$ cat config.mk
export PLATFORM = sky130hd
export DESIGN_NAME = regport_target
export DESIGN_NICKNAME = d
export VERILOG_FILES = /design/src/rtl/regport_pkg.sv /design/src/rtl/regport_datapath.sv /design/src/rtl/regport_control.sv /design/src/rtl/regport_target.sv
export SDC_FILE = /design/constraint.sdc
export NUM_CORES = 1
export LEC_CHECK = 0
export ABC_AREA = 1
export BUFFER_PORTS_ARGS = -buffer_cell sky130_fd_sc_hd__buf_4
export CAP_MARGIN = 20
export CORE_MARGIN = 5
export CORE_UTILIZATION = 40
export DETAILED_ROUTE_END_ITERATION = 8
export PLACE_DENSITY = 0.56
export SYNTH_ARGS = -nofsm -noshare
export SYNTH_HDL_FRONTEND = slang
export SYNTH_SLANG_ARGS = --single-unit
$ cat constraint.sdc
create_clock -name clk -period 3.4 [get_ports clk]
set_input_delay 0.51 -clock clk [delete_from_list [all_inputs] [get_ports clk]]
set_output_delay 0.51 -clock clk [all_outputs]
set_load 0.01 [all_outputs]
$ cat src/rtl/regport_pkg.sv
`timescale 1ns/1ps
package regport_pkg;
  localparam int SUB_W      = 16;
  localparam int LANE_W     = 3;
  localparam int BYTE_W     = 8;
  localparam int REGION_LSB = 12;
  localparam int CNT_W      = $clog2(BYTE_W + 1);

  typedef enum logic [2:0] {
    S_IDLE, S_RECV, S_ACK_RX, S_SEND, S_ACK_TX, S_PRE_SEND, S_WAIT
  } ctlState_t;

  typedef enum logic [1:0] {K_ADDR, K_SUB_HI, K_SUB_LO, K_DATA} byteKind_t;

  typedef struct packed {
    logic clrBits;
    logic sampleBit;
    logic txLoad;
    logic txShift;
    logic subHiLoad;
    logic subLoad;
    logic wrCommit;
    logic rdFetch;
  } ctlStrobe_t;

  // bytes per word for the region holding subaddress a
  function automatic logic [LANE_W-1:0] wordLenOf(input logic [SUB_W-1:0] a);
    case (int'(a[SUB_W-1:REGION_LSB]))
      1:       return LANE_W'(2);
      2:       return LANE_W'(4);
      3:       return LANE_W'(5);
      default: return LANE_W'(1);
    endcase
  endfunction
endpackage

$ cat src/rtl/regport_datapath.sv
`timescale 1ns/1ps
module regport_datapath
  import regport_pkg::*;
#(
  parameter int SYNC_STAGES = 2
) (
  input  logic              clk,
  input  logic              rstN,
  input  logic              sclIn,
  input  logic              sdaIn,
  input  ctlStrobe_t        strb,
  input  logic [BYTE_W-1:0] regRdData,
  output logic              sclRise,
  output logic              sclFall,
  output logic              startDet,
  output logic              stopDet,
  output logic              sdaBit,
  output logic [CNT_W-1:0]  bitCnt,
  output logic [BYTE_W-1:0] rxByte,
  output logic              txMsb,
  output logic [SUB_W-1:0]  regAddr,
  output logic [LANE_W-1:0] regLane,
  output logic [BYTE_W-1:0] regWrData
);
  logic [SYNC_STAGES-1:0] sclSh, sdaSh;
  logic sclS, sdaS, sclP, sdaP;
  logic [BYTE_W-1:0] rxReg, txReg, hiReg;
  logic [SUB_W-1:0]  subAddr;
  logic [LANE_W-1:0] lane;
  logic              laneLast;

  generate
    if (SYNC_STAGES > 1) begin : g_multi
      always_ff @(posedge clk) begin
        if (!rstN) begin
          sclSh <= '1;
          sdaSh <= '1;
        end else begin
          sclSh <= {sclSh[SYNC_STAGES-2:0], sclIn};
          sdaSh <= {sdaSh[SYNC_STAGES-2:0], sdaIn};
        end
      end
    end else begin : g_single
      always_ff @(posedge clk) begin
        if (!rstN) begin
          sclSh <= '1;
          sdaSh <= '1;
        end else begin
          sclSh <= sclIn;
          sdaSh <= sdaIn;
        end
      end
    end
  endgenerate

  assign sclS = sclSh[SYNC_STAGES-1];
  assign sdaS = sdaSh[SYNC_STAGES-1];

  always_ff @(posedge clk) begin
    if (!rstN) begin
      sclP <= 1'b1;
      sdaP <= 1'b1;
    end else begin
      sclP <= sclS;
      sdaP <= sdaS;
    end
  end

  assign sclRise  = sclS & ~sclP;
  assign sclFall  = ~sclS & sclP;
  assign startDet = sclS & sclP & sdaP & ~sdaS;
  assign stopDet  = sclS & sclP & ~sdaP & sdaS;
  assign sdaBit   = sdaS;

  // bit counter and receive shifter
  always_ff @(posedge clk) begin
    if (!rstN) begin
      bitCnt <= '0;
      rxReg  <= '0;
    end else if (strb.clrBits) begin
      bitCnt <= '0;
    end else if (strb.sampleBit) begin
      bitCnt <= bitCnt + 1'b1;
      rxReg  <= {rxReg[BYTE_W-2:0], sdaS};
    end
  end

  // transmit shifter
  always_ff @(posedge clk) begin
    if (!rstN)              txReg <= '1;
    else if (strb.txLoad)   txReg <= regRdData;
    else if (strb.txShift)  txReg <= {txReg[BYTE_W-2:0], 1'b1};
  end

  // subaddress pointer with word-length auto-increment
  assign laneLast = (LANE_W'(lane + 1'b1) == wordLenOf(subAddr));

  always_ff @(posedge clk) begin
    if (!rstN) begin
      hiReg   <= '0;
      subAddr <= '0;
      lane    <= '0;
    end else begin
      if (strb.subHiLoad) hiReg <= rxReg;
      if (strb.subLoad) begin
        subAddr <= {hiReg, rxReg};
        lane    <= '0;
      end else if (strb.wrCommit || strb.rdFetch) begin
        if (laneLast) begin
          lane    <= '0;
          subAddr <= subAddr + 1'b1;
        end else begin
          lane <= lane + 1'b1;
        end
      end
    end
  end

  assign rxByte    = rxReg;
  assign txMsb     = txReg[BYTE_W-1];
  assign regAddr   = subAddr;
  assign regLane   = lane;
  assign regWrData = rxReg;
endmodule

$ cat src/rtl/regport_control.sv
`timescale 1ns/1ps
module regport_control
  import regport_pkg::*;
#(
  parameter logic [6:0] DEV_ADDR = 7'h3A
) (
  input  logic              clk,
  input  logic              rstN,
  input  logic              sclRise,
  input  logic              sclFall,
  input  logic              startDet,
  input  logic              stopDet,
  input  logic              sdaBit,
  input  logic [CNT_W-1:0]  bitCnt,
  input  logic [BYTE_W-1:0] rxByte,
  input  logic              txMsb,
  output ctlStrobe_t        strb,
  output logic              sdaOe,
  output ctlState_t         ctlState
);
  localparam logic [CNT_W-1:0] LAST_BIT = CNT_W'(BYTE_W);

  ctlState_t state, stateN;
  byteKind_t kind, kindN;
  logic      rwBit, rwN;
  logic      fetchPend;

  always_ff @(posedge clk) begin
    if (!rstN) begin
      state     <= S_IDLE;
      kind      <= K_ADDR;
      rwBit     <= 1'b0;
      fetchPend <= 1'b0;
    end else begin
      state     <= stateN;
      kind      <= kindN;
      rwBit     <= rwN;
      fetchPend <= strb.rdFetch;
    end
  end

  always_comb begin
    stateN      = state;
    kindN       = kind;
    rwN         = rwBit;
    strb        = '0;
    strb.txLoad = fetchPend;
    if (startDet) begin
      stateN       = S_RECV;
      kindN        = K_ADDR;
      rwN          = 1'b0;
      strb.clrBits = 1'b1;
    end else if (stopDet) begin
      stateN = S_IDLE;
    end else begin
      case (state)
        S_RECV: begin
          if (sclRise) begin
            strb.sampleBit = 1'b1;
          end else if (sclFall && bitCnt == LAST_BIT) begin
            stateN = S_ACK_RX;
            case (kind)
              K_ADDR: begin
                if (rxByte[BYTE_W-1:1] == DEV_ADDR) begin
                  rwN          = rxByte[0];
                  strb.rdFetch = rxByte[0];
                end else begin
                  stateN = S_WAIT;
                end
              end
              K_SUB_HI: strb.subHiLoad = 1'b1;
              K_SUB_LO: strb.subLoad   = 1'b1;
              default:  strb.wrCommit  = 1'b1;
            endcase
          end
        end
        S_ACK_RX: begin
          if (sclFall) begin
            strb.clrBits = 1'b1;
            if (kind == K_ADDR && rwBit) begin
              stateN = S_SEND;
            end else begin
              stateN = S_RECV;
              case (kind)
                K_ADDR:   kindN = K_SUB_HI;
                K_SUB_HI: kindN = K_SUB_LO;
                default:  kindN = K_DATA;
              endcase
            end
          end
        end
        S_SEND: begin
          if (sclRise) begin
            strb.sampleBit = 1'b1;
          end else if (sclFall) begin
            if (bitCnt == LAST_BIT) stateN = S_ACK_TX;
            else                    strb.txShift = 1'b1;
          end
        end
        S_ACK_TX: begin
          if (sclRise) begin
            if (!sdaBit) begin
              strb.rdFetch = 1'b1;
              stateN       = S_PRE_SEND;
            end else begin
              stateN = S_WAIT;
            end
          end
        end
        S_PRE_SEND: begin
          if (sclFall) begin
            strb.clrBits = 1'b1;
            stateN       = S_SEND;
          end
        end
        default: ;
      endcase
    end
  end

  assign sdaOe    = (state == S_ACK_RX) || (state == S_SEND && !txMsb);
  assign ctlState = state;
endmodule

$ cat src/rtl/regport_target.sv
`timescale 1ns/1ps
module regport_target
  import regport_pkg::*;
#(
  parameter logic [6:0] DEV_ADDR    = 7'h3A,
  parameter int         SYNC_STAGES = 2
) (
  input  logic              clk,
  input  logic              rstN,
  input  logic              sclIn,
  input  logic              sdaIn,
  output logic              sdaOe,
  output logic [SUB_W-1:0]  regAddr,
  output logic [LANE_W-1:0] regLane,
  output logic              regWrEn,
  output logic [BYTE_W-1:0] regWrData,
  output logic              regRdEn,
  input  logic [BYTE_W-1:0] regRdData
);
  ctlStrobe_t        strb;
  ctlState_t         ctlState;
  logic              sclRise, sclFall, startDet, stopDet, sdaBit, txMsb;
  logic [CNT_W-1:0]  bitCnt;
  logic [BYTE_W-1:0] rxByte;

  regport_datapath #(.SYNC_STAGES(SYNC_STAGES)) u_dp (
    .clk(clk), .rstN(rstN), .sclIn(sclIn), .sdaIn(sdaIn), .strb(strb),
    .regRdData(regRdData), .sclRise(sclRise), .sclFall(sclFall),
    .startDet(startDet), .stopDet(stopDet), .sdaBit(sdaBit),
    .bitCnt(bitCnt), .rxByte(rxByte), .txMsb(txMsb),
    .regAddr(regAddr), .regLane(regLane), .regWrData(regWrData)
  );

  regport_control #(.DEV_ADDR(DEV_ADDR)) u_ctl (
    .clk(clk), .rstN(rstN), .sclRise(sclRise), .sclFall(sclFall),
    .startDet(startDet), .stopDet(stopDet), .sdaBit(sdaBit),
    .bitCnt(bitCnt), .rxByte(rxByte), .txMsb(txMsb),
    .strb(strb), .sdaOe(sdaOe), .ctlState(ctlState)
  );

  assign regWrEn = strb.wrCommit;
  assign regRdEn = strb.rdFetch;
endmodule

== Word level (Yosys, flattened, before mapping) ==
Cells that the tools add are included.

* Input port bits: 12
* Flip-flop bits (word level): 60
* Logic and storage cells: 135
* Output and inout bits: 30

* Reductions and logical operators: 25
* $add $sub $neg: 3
* Bitwise operators: 16
* Muxes and demuxes: 47
* Eq/ne operators: 29

{| class="wikitable"
|+ Operator list
! cell !! count
|-
| $mux W16 || 3
|-
| $mux W3 || 12
|-
| $ne A4 B3 Y1 const B || 5
|-
| $mux W1 || 19
|-
| $reduce_and A9 Y1 || 2
|-
| $add A16 B1 Y16 const B || 1
|-
| $mux W8 || 2
|-
| $pmux W3 S5 || 1
|-
| $ne A4 B4 Y1 const B || 3
|-
| $mux W5 || 2
|-
| $ne A2 B1 Y1 const B || 5
|-
| $reduce_or A2 Y1 || 5
|-
| $not A1 Y1 || 9
|-
| $pmux W3 S3 || 1
|-
| $eq A4 B2 Y1 const B || 2
|-
| $mux W4 || 2
|-
| $and A1 B1 Y1 || 7
|-
| $eq A7 B6 Y1 const B || 1
|-
| $reduce_bool A7 Y1 || 1
|-
| $eq A3 B2 Y1 const B || 2
|-
| $eq A3 B3 Y1 const B || 2
|-
| $mux W2 || 3
|-
| $ne A2 B2 Y1 const B || 3
|-
| $reduce_and A6 Y1 || 1
|-
| 19 further kinds || 26
|}

== Logic depth before layout (Yosys ltp) ==
Gate-level depths: netlist of the first run.

* Depth in word-level cells: 11
* Mapped depth: 12
* Gate-level depth less buffers: 12

== Hierarchy ==
Synthesis of the first run repeated with hierarchy kept, for this count alone.

* Cell total of the unflattened synthesis: 506
* Area total of the unflattened synthesis: 3,388.2 um^2

{| class="wikitable"
|+ By module, submodules not included
! module !! area each (um^2) !! times used !! sequential area each (um^2) !! cells an instance
|-
| regport_datapath || 2,711.4 || 1 || 1,061.0 || 391
|-
| regport_control || 676.9 || 1 || 140.1 || 115
|}

== Worst setup path before layout of the first run ==
Ideal clock, no wire load.

* Kind: reg2out
* From: register u_dp.bitCnt[0]
* To: output port regRdEn
* Slack: 1.762 ns
* Stages on the path, launching flop included: 7
* Data required time: 2.890 ns
* Buffers on the path: 0
* Arrival: 1.128 ns
* Cell sequence: dfxtp_1 inv_1 ha_1 nand3_1 nor2_2 nand3_1 nand2_1

* Word-level cells in the longest chain between the ends: 7

{| class="wikitable"
|+ RTL lines
! what !! line !! text
|-
| from (decl) || regport_datapath.sv:18 || <nowiki>output logic [CNT_W-1:0] bitCnt,</nowiki>
|-
| from (signal assigned) || regport_datapath.sv:83 || <nowiki>bitCnt <= bitCnt + 1'b1;</nowiki>
|-
| $eq A4 B4 Y1 || regport_control.sv:60 || <nowiki>end else if (sclFall && bitCnt == LAST_BIT) begin</nowiki>
|-
| $logic_and A1 B1 Y1 || regport_control.sv:60 ||
|-
| $mux W4 || regport_control.sv:60 ||
|-
| $mux W4 || regport_control.sv:58 || <nowiki>if (sclRise) begin</nowiki>
|-
| $pmux W1 S2 || regport_control.sv:56 || <nowiki>case (state)</nowiki>
|-
| $mux W5 || regport_control.sv:53 || <nowiki>end else if (stopDet) begin</nowiki>
|-
| $mux W5 || regport_control.sv:48 || <nowiki>if (startDet) begin</nowiki>
|-
| to (decl) || regport_target.sv:17 || <nowiki>output logic regRdEn,</nowiki>
|}

No other way between the ends.

== Final worst setup path of the first run ==
Ends and elaborated chain as after synthesis.

==> results of run 1 <==
final cells by class:
| type | instances | area (sq um) |
|---|---|---|
| Fill cell | 878 | 4360 |
| Timing Repair Buffer | 41 | 307.8 |
| Tap cell | 105 | 131.4 |
| Sequential cell | 60 | 1201 |
| Inverter | 56 | 210.2 |
| Clock inverter | 5 | 52.55 |
| Clock buffer | 10 | 137.6 |
| Multi-Input combinational cell | 370 | 1815 |
registers in the layout, indices dropped and copies added (netlist names):
register / cells
u_dp.regAddr: 16
u_dp.hiReg: 8
u_dp.regWrData: 8
u_dp.txReg: 8
u_dp.bitCnt: 4
u_ctl.ctlState: 3
u_dp.regLane: 3
u_ctl.kind: 2
u_dp.sclSh: 2
u_dp.sdaSh: 2
u_ctl.fetchPend: 1
u_ctl.rwBit: 1
u_dp.sclP: 1
u_dp.sdaP: 1
kinds of logic (layout without fill, tap and decap cells):
group / count (synthesis) / count (layout) / synth area share, %
flops: 60 / 60 / 35.75
simple gates: 273 / 273 / 37.06
xor+xnor: 6 / 6 / 1.564
buf+inv: 75 / 112 / 10.20
fa+ha+maj: 4 / 4 / 1.490
compound gates: 87 / 87 / 13.93
per-layer routing:
| layer | routed length [microns] | vias up |
|---|---|---|
| met2 | 3852 | 55 |
| met4 | 84 | 0 |
| met1 | 4176 | 1462 |
| li1 | - | 1737 |
| met5 | 0 | - |
| met3 | 378 | 8 |
stage by stage:
stage	setup WS (ns)	utilization, %
finish	0.8673	46.93
global route	0.5987	46.93
CTS	0.8200	46.93
detailed placement	1.090	44.62
global placement	1.173	44.62
floorplan	1.762	-
layout by cell type (no fill, tap or decap), drive strengths merged:
cell type,instances
nor2,62
nand3,51
buf,41
ha,4
bufinv,1
nand2,126
o22ai,1
xor2,6
inv,56
o21ai,33
nor3b,1
nor3,2
or2,6
clkinv,3
nand3b,2
a211oi,3
clkinvlp,1
a21oi,43
clkbuf,10
dfxtp,60
o311ai,5
o211ai,2
nand2b,1
nand4,22
cells in the mapped netlist:
master | number | area, sq um
sky130_fd_sc_hd__o21ai_0 | 26 | 130.1
sky130_fd_sc_hd__nand2_1 | 121 | 454.2
sky130_fd_sc_hd__o21ai_1 | 7 | 35.03
sky130_fd_sc_hd__ha_1 | 4 | 50.05
sky130_fd_sc_hd__nand4_4 | 1 | 21.27
sky130_fd_sc_hd__nor3_1 | 2 | 10.01
sky130_fd_sc_hd__nand2_4 | 2 | 22.52
sky130_fd_sc_hd__o311ai_0 | 3 | 26.28
sky130_fd_sc_hd__nand3_4 | 1 | 17.52
sky130_fd_sc_hd__inv_2 | 5 | 18.77
sky130_fd_sc_hd__nor3b_1 | 1 | 7.510
sky130_fd_sc_hd__dfxtp_1 | 60 | 1201
sky130_fd_sc_hd__o22ai_1 | 1 | 6.260
sky130_fd_sc_hd__nor2_1 | 58 | 217.7
sky130_fd_sc_hd__inv_1 | 51 | 191.4
sky130_fd_sc_hd__nor2_4 | 2 | 22.52
sky130_fd_sc_hd__nand3_1 | 50 | 250.2
sky130_fd_sc_hd__nor2_2 | 2 | 12.51
sky130_fd_sc_hd__a211oi_1 | 3 | 22.52
sky130_fd_sc_hd__xor2_1 | 6 | 52.55
sky130_fd_sc_hd__buf_2 | 4 | 20.02
sky130_fd_sc_hd__nand2_2 | 3 | 18.77
sky130_fd_sc_hd__or2_2 | 6 | 37.54
sky130_fd_sc_hd__o311ai_1 | 2 | 17.52
sky130_fd_sc_hd__nand3b_1 | 2 | 15.01
sky130_fd_sc_hd__o211ai_1 | 2 | 15.01
sky130_fd_sc_hd__nand2b_1 | 1 | 6.260
sky130_fd_sc_hd__nand4_1 | 21 | 131.4
sky130_fd_sc_hd__a21oi_1 | 43 | 215.2
sky130_fd_sc_hd__buf_4 | 3 | 22.52
sky130_fd_sc_hd__clkbuf_1 | 6 | 22.52
sky130_fd_sc_hd__buf_6 | 6 | 67.56
worst max-delay path, stage by stage (launching register included):
cell	delay (ns)
sky130_fd_sc_hd__dfxtp_1	0.33
sky130_fd_sc_hd__inv_1	0.08
sky130_fd_sc_hd__ha_1	0.17
sky130_fd_sc_hd__nand3_1	0.12
sky130_fd_sc_hd__nor2_2	0.39
sky130_fd_sc_hd__nand3_1	0.29
sky130_fd_sc_hd__nand2_1	0.18
sky130_fd_sc_hd__buf_4	0.14
worst max path at each step:
stage / endpoint / startpoint / cells after the start / slack, ns
2_1_floorplan: regRdEn / u_dp.bitCnt[0]$_SDFFE_PP0P_ / 6 / 1.76
3_3_place_gp: u_dp.regAddr[2]$_SDFFE_PN0P_ / u_dp.bitCnt[0]$_SDFFE_PP0P_ / 9 / 1.17
3_5_place_dp: u_dp.regAddr[11]$_SDFFE_PN0P_ / u_dp.bitCnt[0]$_SDFFE_PP0P_ / 9 / 1.09
4_1_cts: regRdEn / u_dp.bitCnt[0]$_SDFFE_PP0P_ / 7 / 0.82
5_1_grt: regRdEn / u_dp.bitCnt[0]$_SDFFE_PP0P_ / 7 / 0.60
6_report: regRdEn / u_dp.bitCnt[0]$_SDFFE_PP0P_ / 7 / 0.87
power groups by stage:
| stage | clock, uW | sequential, uW | combinational (uW) |
|---|---|---|---|
| 6_report | 631 | 772 | 297 |
| 5_1_grt | 680 | 777 | 342 |
| 4_1_cts | 652 | 771 | 299 |
| 3_5_place_dp | 0 | 787 | 298 |
| 3_3_place_gp | 0 | 788 | 298 |
| 2_1_floorplan | 0 | 768 | 249 |
==> results.md, run 1 <==
| Item | Reported |
|:---|:---|
| Run status | completed |
| Post-Route Hold Slack | 0.3664 ns |
| Synth Register Bits | 60 |
| Number of buffers added on ports | 41 |
| Die width | 101.6 microns |
| Placeable core area | 8217 sq um |
| Met2 usage | 26.26% |
| CTS H-tree depth | 3 |
| Maximum number of buffers from clock root to sink | 2 |
| Data required time at the worst endpoint | 2.89 ns |
| Endpoint of the most critical register-to-register path | u_dp.regAddr[11]$_SDFFE_PN0P_ |
| Net Count, Synth | 521 |
| Tightest Pin Transition | 0.7076 ns |
| Endpoints failing setup | 0 |
| Combinational Power Share | 17.5% |
| Share of total power consumed by net switching | 30.35% |
| Pin count of the biggest net entering global routing | 31 |
| Routability congestion estimate | 0.8468 |
| Clock Skews | 0.01081 ns |
| Power density over the cells | 440.9 nW/um^2 |
| Resize count post-CTS | 0 |
| Number of hold-repair buffers added at the cts stage | 0 |
| Part of the power in the clock network | 37.1% |
| Setup crit end kind | output port |
| Final Hold Violating Endpoints | 0 |
| Height of the die | 101.6 microns |
| CP Class | register to output port |
| Area post-placement | 3666 sq um |
| Global-route met3 utilization | 2.824% |
| Number of buffers created by CTS | 9 |
| First-pass DRT Iterations | 4 |
| Maximum operating frequency | 394.8 MHz |
| Final number of max-transition violations | 0 |
| Syn. warnings | 0 |
| Cell area after layout | 3856 sq um |
| Die Outline Area | 10,330 sq um |
| Reg-to-reg startpoint | u_dp.bitCnt[0]$_SDFFE_PP0P_ |
| Data arrival time at the worst-slack endpoint | 2.02 ns |
| Distinct cell type count after synthesis | 32 |
| Part of the power in registers | 45.4% |
| Number of rows in the core area | 33 |
| Clock edge transition at the registers on the reported setup and hold paths | 0.06 ns |
| Reported max-cap violation count | 0 |
| Endpoint of the worst hold-timing path | u_dp.sdaSh[0]$_SDFF_PN1_ |
| R2R cell count | 9 |
| WHS Path Cells | 2 |
| Antenna cell count | 0 |
| Worst min-delay path category | input pin to register |
| Source of the worst hold timing path | sdaIn |
| Insertion delay to the later sink of the worst-skew pair | 0.34 ns |
| Final period demand of the worst path | 2.533 ns |
| IO Count | 42 |
| Post-layout nets | 554 |
| Total placed cells including tap cells | 632 |
| Static Leak | 0.001711 uW |
| Worst Path Max Fanout | 12 |
| RSZ-0062 raised after global routing | no |
| Nature of the critical path startpoint | register |
| Number of antenna violations at the first check in global routing | 0 |
| Mapped cell area | 3359 sq um |
| Clock root buffer | sky130_fd_sc_hd__clkbuf_8 |
| Register-to-register path setup slack | 1.11 ns |
| Post-detailed-route via-to-cell ratio | 5.042 |
| Per-cell routed wire length | 13.13 microns |
| CTS tree | yes |
| Total vias in the final route | 3,262 |
| Busiest grt layer | met2 |
| HPWL Detailed | 6.502 mm |
| Count of mapped cells out of synthesis | 505 |
| Remaining number of nets flagged by the antenna check after routing | 0 |
| Final TNS setup | 0 ns |
| Fraction of final layout cells with drive strength greater than 1 | 14.39% |
| Starting density of the core | 40.89% |
| Switching power | 515.9 uW |
| First-pass GRT wire length | 14.14 mm |
| Final wirelength | 8.492 mm |
| Final cell count without fillers | 647 |
| Crit share post-route | 74.49% |
| Worst vdd ir | 0.3330 mV |
| Mean area per synthesized cell | 6.652 sq um |
| Post-CTS Setup Repair Bufs | 0 |
| Met1 Use GR | 24.39% |
| Iteration-0 DRC Markers | 151 |
| Clock sink count | 60 |
| Global routing usage summed across all routing layers | 17.09% |
| Worst max-slew margin expressed relative to the limit | 52.78% |
| Synthesis-to-finish area growth | 14.79% |
| Total congestion overflow | 0 |
| Pwr Total | 1700 uW |
| DRC violation count after routing | 0 |
| Internal power contribution | 1184 uW |
| Sequential cell area fraction in the yosys report | 35.75% |
| Via count of the first global-routing pass | 2,973 |
No activity file was read; power rests on OpenSTA's default activity.
==> run 2, diff against run 1 <==
Clock period 3.4 ns to 2.55 ns, I/O delays scaled along.
==> run 2 against run 1 <==
Against the previous run: sequential power increased by 33%; critical endpoint unchanged; global-route usage up 1.1 points; design area up 2.2%; utilization is 1.1 points higher.
==> results.md, run 2 (synthesis gave the netlist of run 1 again) <==
| Item | Reported | Change |
|:---|:---|:---|
| Post-Route Hold Slack | 0.2224 ns | was 0.3664 ns |
| First-pass DRT Iterations | 4 | unchanged |
| CP Buf/Inv Count | 2 | unchanged |
| IO Count | 42 | unchanged |
| Clock root buffer | sky130_fd_sc_hd__clkbuf_8 | unchanged |
| Maximum number of buffers from clock root to sink | 2 | unchanged |
| Clock Skews | 0.007483 ns | was 0.01081 ns |
| Slowest cell on the critical path | sky130_fd_sc_hd__dfxtp_1 | was sky130_fd_sc_hd__nor2_2 |
| Maximum operating frequency | 439.4 MHz |  |
| Final period demand of the worst path | 2.276 ns |  |
| Iteration-0 DRC Markers | 99 | was 151 |
| Resize count post-CTS | 0 | unchanged |
| CP Class | register to output port | unchanged |
| Worst vdd ir | 0.5285 mV | was 0.3330 mV |
| Final Util | 47.98% | was 46.93% |
| Post-layout nets | 557 | was 554 |
| Number of hold-repair buffers added at the cts stage | 0 | unchanged |
| Total vias in the final route | 3,301 | was 3,262 |
| CTS tree | yes | unchanged |
| Synthesis-to-finish area growth | 17.36% | was 14.79% |
| Run status | completed | unchanged |
| Die width | 101.6 microns | unchanged |
| Crit share post-route | 89.25% |  |
| RSZ-0062 raised after global routing | no | unchanged |
| Total congestion overflow | 0 | unchanged |
| Data required time at the worst endpoint | 2.17 ns | was 2.89 ns |
| Slowest stage delay, CP | 0.34 ns | was 0.39 ns |
| Worst max-slew margin expressed relative to the limit | 76.62% | was 52.78% |
| Static Leak | 0.001749 uW | was 0.001711 uW |
| Most frequent cells in the layout | sky130_fd_sc_hd__nand2_1 (121), sky130_fd_sc_hd__dfxtp_1 (60), sky130_fd_sc_hd__nor2_1 (58) | unchanged |
| Tightest Pin Transition | 0.3494 ns | was 0.7076 ns |
| Final TNS setup | 0 ns | unchanged |
| Data arrival time at the worst-slack endpoint | 1.89 ns | was 2.02 ns |
| Clock edge transition at the registers on the reported setup and hold paths | 0.07 ns | was 0.06 ns |
| Critical Path, Cell by Cell | inv_1 -> ha_1 -> nand3_1 -> nor2_4 -> nand3_1 -> nand2_1 -> buf_4 | was inv_1 -> ha_1 -> nand3_1 -> nor2_2 -> nand3_1 -> nand2_1 -> buf_4 |
| Nature of the critical path startpoint | register | unchanged |
| Power density over the cells | 637.0 nW/um^2 | was 440.9 nW/um^2 |
| HPWL Detailed | 6.533 mm | was 6.502 mm |
| Worst Slack Setup Final | 0.2741 ns | was 0.8673 ns |
| Worst min-delay path category | input pin to register | unchanged |
| CP dominant cell by count | sky130_fd_sc_hd__nand3_1 | unchanged |
| DRC violation count after routing | 0 | unchanged |
| Setup crit end kind | output port | unchanged |
| Number of rows in the core area | 33 | unchanged |
| Worst Path Max Fanout | 12 | unchanged |
| Die Outline Area | 10,330 sq um | unchanged |
| Number of antenna violations at the first check in global routing | 0 | unchanged |
| Setup slack at placement | 0.4443 ns | was 1.090 ns |
| Most common library cell in the layout ignoring fill and taps | sky130_fd_sc_hd__nand2_1 | unchanged |
| Cell family with most CP delay | simple AND/OR/NAND/NOR gates | unchanged |
| Post-CTS Setup Repair Bufs | 0 | unchanged |
| Routability congestion estimate | 0.8540 | was 0.8468 |
| First-pass GRT wire length | 14.93 mm | was 14.14 mm |
| Number of buffers created by CTS | 9 | unchanged |
| Antenna cell count | 0 | unchanged |
| Height of the die | 101.6 microns | unchanged |
| Global routing usage summed across all routing layers | 18.23% | was 17.09% |
| Fraction of final layout cells with drive strength greater than 1 | 15.02% | was 14.39% |
| Final wirelength | 8.691 mm | was 8.492 mm |
| Final Hold Violating Endpoints | 0 | unchanged |
| Clock sink count | 60 | unchanged |
| Per-cell routed wire length | 13.35 microns | was 13.13 microns |
| Placeable core area | 8217 sq um | unchanged |
| Number of flip-flops in the largest register | 16 | unchanged |
| Endpoints failing setup | 0 | unchanged |
| Remaining number of nets flagged by the antenna check after routing | 0 | unchanged |
| Via count of the first global-routing pass | 3,073 | was 2,973 |
| Starting density of the core | 40.89% | unchanged |
| Number of buffers added on ports | 41 | unchanged |
| Insertion delay to the later sink of the worst-skew pair | 0.35 ns | was 0.34 ns |
| Reported max-cap violation count | 0 | unchanged |
| Pin count of the biggest net entering global routing | 31 | unchanged |
| Final number of max-transition violations | 0 | unchanged |
| CTS H-tree depth | 3 | unchanged |
| Post-detailed-route via-to-cell ratio | 5.071 | was 5.042 |
## run 2: power by group
part           switching [uW]  total [uW]  internal [uW]
logic                     258         399            141
registers                58.9        1030            972
clock network             406        1080            676
## run 2: final cells by class
class / instances / area (sq um)
Clock inverter: 6 / 111.4
Multi-Input combinational cell: 370 / 1821
Inverter: 56 / 210.2
Sequential cell: 60 / 1201
Tap cell: 105 / 131.4
Clock buffer: 10 / 137.6
Timing Repair Buffer: 44 / 330.3
Fill cell: 873 / 4274
## run 2: path summary, 6_finish.rpt
path	start	end	slack (ns)	cells after the start
min	sdaIn	u_dp.sdaSh[0]$_SDFF_PN1_	0.22	2
max	u_dp.bitCnt[0]$_SDFFE_PP0P_	regRdEn	0.27	7
max reg2reg	u_dp.bitCnt[0]$_SDFFE_PP0P_	u_dp.regAddr[9]$_SDFFE_PN0P_	0.59	11
min reg2reg	u_dp.sdaSh[0]$_SDFF_PN1_	u_dp.sdaSh[1]$_SDFF_PN1_	0.41	1
## run 2: layer usage
metal,wire length (microns),global-route usage [%]
met3,380,2.961
met5,0,0
met1,4195,25.36
met4,133,7.157
met2,3982,28.22
## run 2: stage by stage
stage               total power, uW  cells  cell area, sq um
CTS                            2534    651              3938
global route                   2647    651              3943
floorplan                      1357    505              3359
global placement               1451    635              3689
finish                         2511    651              3943
detailed placement             1453    635              3689
